==> src/rtl/flash_susp_seq.sv <==
module flash_susp_seq #(
  parameter int BLOCKS    = 16,
  parameter int PROG_CYC  = 12,
  parameter int ERASE_CYC = 60,
  parameter int SUSP_LAT  = 3
) (
  input  logic                      clk,
  input  logic                      rst_n,
  input  logic                      cmd_valid,
  input  logic [2:0]                cmd_op,
  input  logic [$clog2(BLOCKS)-1:0] cmd_blk,
  input  logic                      op_fail,
  output logic                      ready,
  output logic                      prog_susp,
  output logic                      erase_susp,
  output logic                      err_prog,
  output logic                      err_erase,
  output logic                      err_seq,
  output logic                      rd_grant
);
  localparam int BW = $clog2(BLOCKS);
  localparam int PW = $clog2(PROG_CYC + 1);
  localparam int EW = $clog2(ERASE_CYC + 1);
  localparam int SW = $clog2(SUSP_LAT + 1);
  localparam logic [2:0] OP_PROG = 3'd1, OP_ERASE = 3'd2, OP_SUSP = 3'd3,
                         OP_RES = 3'd4, OP_CLR = 3'd5, OP_READ = 3'd6;

  logic          p_act, e_act;
  logic [BW-1:0] p_blk, e_blk;
  logic [PW-1:0] p_rem;
  logic [EW-1:0] e_rem;
  logic [SW-1:0] sp_cnt;

  logic p_run, e_run, busy, p_done, e_done, hold, idle_cmd;
  logic c_prog, c_erase, c_susp, c_res, c_clr, c_read;
  logic prog_ok, prog_bad, erase_ok, erase_bad, read_ok, read_bad;
  logic susp_go, sp_fire, res_p, res_e;

  assign p_run  = p_act & ~prog_susp;
  assign e_run  = e_act & ~erase_susp;
  assign busy   = p_run | e_run;
  assign p_done = p_run && (p_rem == PW'(1));
  assign e_done = e_run && (e_rem == EW'(1));
  assign hold   = err_prog | err_erase;
  assign ready  = ~busy;

  assign c_prog  = cmd_valid && cmd_op == OP_PROG;
  assign c_erase = cmd_valid && cmd_op == OP_ERASE;
  assign c_susp  = cmd_valid && cmd_op == OP_SUSP;
  assign c_res   = cmd_valid && cmd_op == OP_RES;
  assign c_clr   = cmd_valid && cmd_op == OP_CLR;
  assign c_read  = cmd_valid && cmd_op == OP_READ;
  assign idle_cmd = ~busy;

  assign prog_bad  = idle_cmd & c_prog & (p_act | (e_act & (cmd_blk == e_blk)));
  assign prog_ok   = idle_cmd & c_prog & ~hold & ~prog_bad;
  assign erase_bad = idle_cmd & c_erase & (p_act | e_act);
  assign erase_ok  = idle_cmd & c_erase & ~hold & ~erase_bad;
  assign read_bad  = idle_cmd & c_read & ((e_act & (cmd_blk == e_blk)) |
                                          (p_act & (cmd_blk == p_blk)));
  assign read_ok   = idle_cmd & c_read & ~read_bad;
  assign susp_go   = c_susp & busy & (sp_cnt == '0);
  assign sp_fire   = (sp_cnt == SW'(1));
  assign res_p     = idle_cmd & c_res & prog_susp;
  assign res_e     = idle_cmd & c_res & erase_susp & ~p_act;

  always_ff @(posedge clk) begin
    if (!rst_n) begin
      p_act <= 1'b0; prog_susp <= 1'b0; p_blk <= '0; p_rem <= '0;
    end else if (p_done) begin
      p_act <= 1'b0;
    end else if (prog_ok) begin
      p_act <= 1'b1; p_blk <= cmd_blk; p_rem <= PW'(PROG_CYC);
    end else begin
      if (p_run) p_rem <= p_rem - PW'(1);
      if (sp_fire && p_run) prog_susp <= 1'b1;
      else if (res_p)       prog_susp <= 1'b0;
    end
  end

  always_ff @(posedge clk) begin
    if (!rst_n) begin
      e_act <= 1'b0; erase_susp <= 1'b0; e_blk <= '0; e_rem <= '0;
    end else if (e_done) begin
      e_act <= 1'b0;
    end else if (erase_ok) begin
      e_act <= 1'b1; e_blk <= cmd_blk; e_rem <= EW'(ERASE_CYC);
    end else begin
      if (e_run) e_rem <= e_rem - EW'(1);
      if (sp_fire && e_run) erase_susp <= 1'b1;
      else if (res_e)       erase_susp <= 1'b0;
    end
  end

  always_ff @(posedge clk) begin
    if (!rst_n)                sp_cnt <= '0;
    else if (p_done || e_done) sp_cnt <= '0;
    else if (susp_go)          sp_cnt <= SW'(SUSP_LAT);
    else if (sp_cnt != '0)     sp_cnt <= sp_cnt - SW'(1);
  end

  always_ff @(posedge clk) begin
    if (!rst_n) begin
      err_prog <= 1'b0; err_erase <= 1'b0; err_seq <= 1'b0; rd_grant <= 1'b0;
    end else begin
      err_prog  <= (err_prog  & ~c_clr) | (p_done & op_fail);
      err_erase <= (err_erase & ~c_clr) | (e_done & op_fail);
      err_seq   <= (err_seq   & ~c_clr) | prog_bad | erase_bad | read_bad;
      rd_grant  <= read_ok;
    end
  end


  nest_order_chk: assert property (@(posedge clk) disable iff (!rst_n)
    (p_act && e_act) |-> erase_susp);


  prog_keep_chk: assert property (@(posedge clk) disable iff (!rst_n)
    prog_susp |=> (p_rem == $past(p_rem)));


  erase_keep_chk: assert property (@(posedge clk) disable iff (!rst_n)
    erase_susp |=> (e_rem == $past(e_rem)));


  lifo_chk: assert property (@(posedge clk) disable iff (!rst_n)
    (erase_susp && p_act) |=> erase_susp);


  refuse_chk: assert property (@(posedge clk) disable iff (!rst_n)
    (hold && c_prog && !p_act) |=> !p_act);


  pend_chk: assert property (@(posedge clk) disable iff (!rst_n)
    (sp_cnt != '0) |-> busy);
endmodule

==> config.mk <==
export PLATFORM = sky130hd
export DESIGN_NAME = flash_susp_seq
export DESIGN_NICKNAME = d
export VERILOG_FILES = /design/src/rtl/flash_susp_seq.sv
export SDC_FILE = /design/constraint.sdc
export NUM_CORES = 1
export LEC_CHECK = 0
export BUFFER_PORTS_ARGS = -buffer_cell sky130_fd_sc_hd__buf_2
export CORE_ASPECT_RATIO = 0.6
export CORE_MARGIN = 2
export CORE_UTILIZATION = 45
export CTS_BUF_LIST = sky130_fd_sc_hd__clkbuf_4 sky130_fd_sc_hd__clkbuf_8 sky130_fd_sc_hd__clkbuf_16
export CTS_CLUSTER_DIAMETER = 60
export CTS_CLUSTER_SIZE = 10
export DETAILED_ROUTE_END_ITERATION = 12
export HOLD_SLACK_MARGIN = 0.15
export PLACE_DENSITY = 0.64
export RECOVER_POWER = 50
export SYNTH_ARGS = -nofsm -noshare
export SYNTH_HDL_FRONTEND = slang
export SYNTH_SLANG_ARGS = --single-unit
==> constraint.sdc <==
create_clock -name clk -period 2.8 [get_ports clk]
set_clock_uncertainty 0.15 [all_clocks]
set_input_delay 0.84 -clock clk [delete_from_list [all_inputs] [get_ports clk]]
set_output_delay 0.84 -clock clk [all_outputs]
set_load 0.005 [all_outputs]
; ---- Word-level counts from Yosys, hierarchy flattened
; Index checks and enable logic that the tools add are counted.
[classes]
addsub = 3
eq_ne = 11
mux = 10
bitwise_logic = 50
reduce_logical = 27
[ops]
columns = op, n
row1 = $and 1x1->1, 26
row2 = $not 1->1, 14
row3 = $mux 6, 2
row4 = $reduce_bool 2->1, 6
row5 = $logic_and 1x1->1, 10
row6 = $or 1x1->1, 10
row7 = $eq 3x3->1 const B, 3
row8 = $eq 4x4->1, 2
row9 = $mux 4, 2
row10 = $reduce_and 2->1, 4
row11 = $eq 3x2->1 const B, 2
row12 = $eq 6x1->1 const B, 1
row13 = $reduce_and 3->1, 2
row14 = $reduce_or 2->1, 3
row15 = $sub 6x1->6 const B, 1
row16 = $eq 4x1->1 const B, 1
row17 = $mux 1, 4
row18 = $mux 2, 2
row19 = $sub 4x1->4 const B, 1
row20 = $eq 3x1->1 const B, 1
row21 = $eq 2x1->1 const B, 1
row22 = $logic_not 2->1, 1
row23 = $sub 2x1->2 const B, 1
row24 = $logic_or 1x1->1, 1
[totals]
reg_bits = 28
inputBits = 11
out_inout_bits = 7
wordCells = 114

; ---- Depth between registers and ports, before layout
[depth]
word_depth = 10
mapped_depth = 7
ltp_nobuf = 7

; ---- Least setup slack after synthesis
; OpenSTA, ideal clock, no wires.
[synth_path]
kind = input port to flip-flop
start = input port cmd_op[2]
end = register p_rem[0]
setup_time_ns = 0.115
t_arrival_ns = 2.101
required_ns = 2.535
slack_ns = 0.435
path_stages = 5
path_buffers = 0
cell_sequence = or4_4 nor4_4 o21ai_2 and3_1 o21a_1
[synth_between]
elab_chain_len = 8
word_cells_on_any_way = 10
classes_between = 1 x eq/ne / 1 x mux / 5 x bitwise / 3 x reduce/logical
[synth_rtl]
columns = element, line_no
row1 = start: declaration, 10  ; input logic [2:0] cmd_op,
row2 = $eq 3x1->1 *, 47  ; assign c_prog = cmd_valid && cmd_op == OP_PROG;
row3 = $logic_and 1x1->1 *, 47
row4 = $and 1x1->1 *, "55, 56"
row5 = $and 1x1->1, 55  ; assign prog_bad = idle_cmd & c_prog & (p_act | (e_act & (cmd_blk == e_blk)));
row6 = $not 1->1, 56  ; assign prog_ok = idle_cmd & c_prog & ~hold & ~prog_bad;
row7 = $and 1x1->1 *, 56
row8 = $reduce_bool 2->1 (no line), n/a
row9 = $reduce_and 2->1 (no line), n/a
row10 = end signal: assignment, 75  ; if (p_run) p_rem <= p_rem - PW'(1);
row11 = end: declaration, 30  ; logic [PW-1:0] p_rem;
; Every way passes the cells marked *; elsewhere a longest branch is shown, timed or not.
; A chain may end at the register's enable or synchronous reset.

; ---- Worst setup path in the final report
[layout_path]
start = register p_act
end = output port ready
[layout_between]
elab_chain_len = 3
[layout_rtl]
columns = element, line_no
row1 = start: declaration, 28  ; logic p_act, e_act;
row2 = start signal: assignment, 69  ; p_act <= 1'b0; prog_susp <= 1'b0; p_blk <= '0; p_rem <= '0;
row3 = start signal: assignment, 71  ; p_act <= 1'b0;
row4 = start signal: assignment, 73  ; p_act <= 1'b1; p_blk <= cmd_blk; p_rem <= PW'(PROG_CYC);
row5 = $and 1x1->1, 39  ; assign p_run = p_act & ~prog_susp;
row6 = $or 1x1->1, 41  ; assign busy = p_run | e_run;
row7 = $not 1->1, 45  ; assign ready = ~busy;
row8 = end: declaration, 13  ; output logic ready,
; Every way passes these cells.

==> qor.yml <==
floorplan:
  start_util_pct: 49.2
  coreArea_um2: 2980
  io_pins: 18
  die_x_um: 77.7
  die_y_um: 48.2
  placementRows: 15
  dieArea_um2: 3750
cells_and_area:
  area_growth_pct: 12.3
  final_cell_area_um2: 1650
  antenna_cells: 0
  layout-drive-gt1-share_pct: 12.4
  fin_nets: 204
routing:
  vias: 1198
  highest_layer: "met4"
  wl_met3_um: 141
  wl_met1_um: 1650
  ant_nets: 0
  routedWlPerCell_um: 13.8
  drt_iter0_markers: 62
  viasPerCell: 5.28
  drt_pre_antenna_iters: 4
  post-route-drc-count: 0
  wirelength_um: 3140
  met2_wirelength_um: 1340
flow_run:
  cap_violations: 0
timing:
  worst_pin_slew_ns: 1.01
  rsz0062_at_grt: "false"
  report.final.slew_viol_count: 0
  setup_viol: 0
  setup_tns_ns: 0
  slew-limit-headroom_pct: 32.6
  hold_viol: 0
  max_freq_mhz: 421
  min_period_over_period_pct: 84.8
  min_period_ns: 2.37
clock_network:
  path_clk_slew_ns: 0.09
  cts_buffers: 3
  clockRootBuffer: "clkbuf_8"
  clock_path_buffers: 2
  cts.sinks: 28
  cts_tree: "done"
  h-tree-depth: 1
  ctsHoldBuffers: 0
  insertion_delay_ns: 0.27
  post_cts_buffers: 0
  cts_resized: 0
power_and_ir_drop:
  power_leakage_uw: 0.000613
  finalPower_uw: 827
  power_density_nw_per_um2: 502
  ir_drop_mv: 0.243
hold_path:
  min_path_cells: 2
  holdPathEnd: "e_blk[0]$_SDFFE_PN0P_"
  worstHoldStart: "e_blk[0]$_SDFFE_PN0P_"
  worstHoldPathType: "reg -> reg"
worst_setup_path:
  r2r_cells: 5
  r2r_slack_ns: 0.75
  cp_data_arrival_time_ns: 1.38
  r2r_start: "p_act$_SDFFE_PP0P_"
  crit_fanout: 8
  start_kind: "flop"
  end_kind: "primary output"
  cp_cell_sequence: "and2b_1 -> nor2_1 -> buf_2"
  slowest_delay_ns: 0.50
  worstPathRequired_ns: 1.81
  worst_r2r_endpoint: "p_rem[0]$_SDFFE_PN0P_"
  critPathSlowestCell: "dfxtp_1"
  worstSetupPathType: "reg -> out"
synthesis:
  netlist_area_um2: 1470
  synth-edff-count: 0
  synthCells: 165
  synth_area_leaders: "dfxtp_1 (38%), a21boi_0 (6.1%), ha_1 (5.1%), xnor2_1 (4.8%), nor2b_1 (4.3%)"
  async_flop_share_pct: 0
  syn_area_per_cell_um2: 8.89
  synth_top_area_share_pct: 38.2
  ys_ff_latch: 28
  synth.most_common_cell: "dfxtp_1"
  yosys_warnings: 0
  synth_flop_cell: "dfxtp_1"
  synth_common_cells: "dfxtp_1 (28), nand2_1 (14), a21boi_0 (12)"
  synth_nets: 182
  synth-seq-area-share_pct: 38.2
  yosys.cell_types.count: 39
  synth_largest_area_cell: "dfxtp_1"
run_status:
  outcome: "finished, final reports clean"
global_routing:
  grt_overflow: 0
  grt_pass1_vias: 1113
  antenna_found_initial: 0
  grt_pass1_wl_um: 5130
  grt_max_degree: 29
  track_usage_pct: 18.1
placement:
  place_hpwl_um: 2420
  place_congestion: 0.904
  post_dp_cell_area_um2: 1620
  io_buffers: 17
## metrics by stage
stage	cells	setup slack, ns	hold slack (ns)	util, %
2_1_floorplan	165	0.435	0.306	-
3_3_place_gp	224	0.243	0.313	54.2
3_5_place_dp	224	0.223	0.320	54.2
4_1_cts	227	0.444	0.333	55.6
5_1_grt	227	0.350	0.364	55.2
6_report	227	0.425	0.330	55.2
## how the worst max path moves through the flow
stage	to	from	slack, ns	cells after the start
global route	ready	p_act$_SDFFE_PP0P_	0.35	3
finish	ready	p_act$_SDFFE_PP0P_	0.43	3
detailed placement	p_rem[0]$_SDFFE_PN0P_	cmd_op[2]	0.22	6
global placement	p_rem[0]$_SDFFE_PN0P_	cmd_op[2]	0.24	6
CTS	ready	p_act$_SDFFE_PP0P_	0.44	3
floorplan	p_rem[0]$_SDFFE_PN0P_	cmd_op[2]	0.43	5
## power by group
part | internal [µW] | total, µW | switching, µW
sequential | 427 | 447 | 19.3
combinational | 73.4 | 169 | 95.3
clock | 96.4 | 212 | 116
total | 597 | 827 | 230
## cells by family after synthesis
| group | share of synthesized area [%] |
|---|---|
| simple gates | 27.5 |
| compound gates | 15.0 |
| flops | 38.2 |
| xor+xnor | 7.76 |
| buf+inv | 3.07 |
| fa+ha+maj | 5.11 |
| mux | 3.41 |
## registers in the layout, summed over array words and instances (netlist names), 2 cells and up
signal  flops
e_blk       4
sp_cnt      2
p_blk       4
p_rem       4
e_rem       6
## cells in the final DEF, fill, tap and decap left out, drive strengths merged, types with 6 or more instances in the layout
master / netlist / final
nand2: 14 / 14
nor2: 9 / 9
ha: 6 / 6
inv: 9 / 9
nand3: 9 / 9
nor2b: 10 / 10
xnor2: 8 / 8
buf: 0 / 14
dfxtp: 28 / 28
clkbuf: 3 / 9
a21boi: 12 / 12
o21ai: 6 / 6
## worst max-delay path, delay by kind of cell, from the launching register on
family | cells | cell delay (ns)
DFF | 1 | 0.50
and+or+nand+nor | 2 | 0.47
buffers and inverters | 1 | 0.15
## area by class of cell
type                    instances  area (µm²)
fillers                       288        1340
multi-input cells             125         862
flip-flops and latches         28         561
repair buffers                 20        97.6
well taps                      42        52.6
clock buffers                   3        41.3
inverters                       9        33.8
## per-layer routing
| metal | vias up | GRT usage (%) |
|---|---|---|
| met2 | 18 | 31.2 |
| li1 | 622 | - |
| met4 | 0 | 2.14 |
| met1 | 556 | 24.0 |
| met3 | 2 | 5.19 |
| met5 | - | 0 |
No activity file was read; power rests on OpenSTA's default activity.
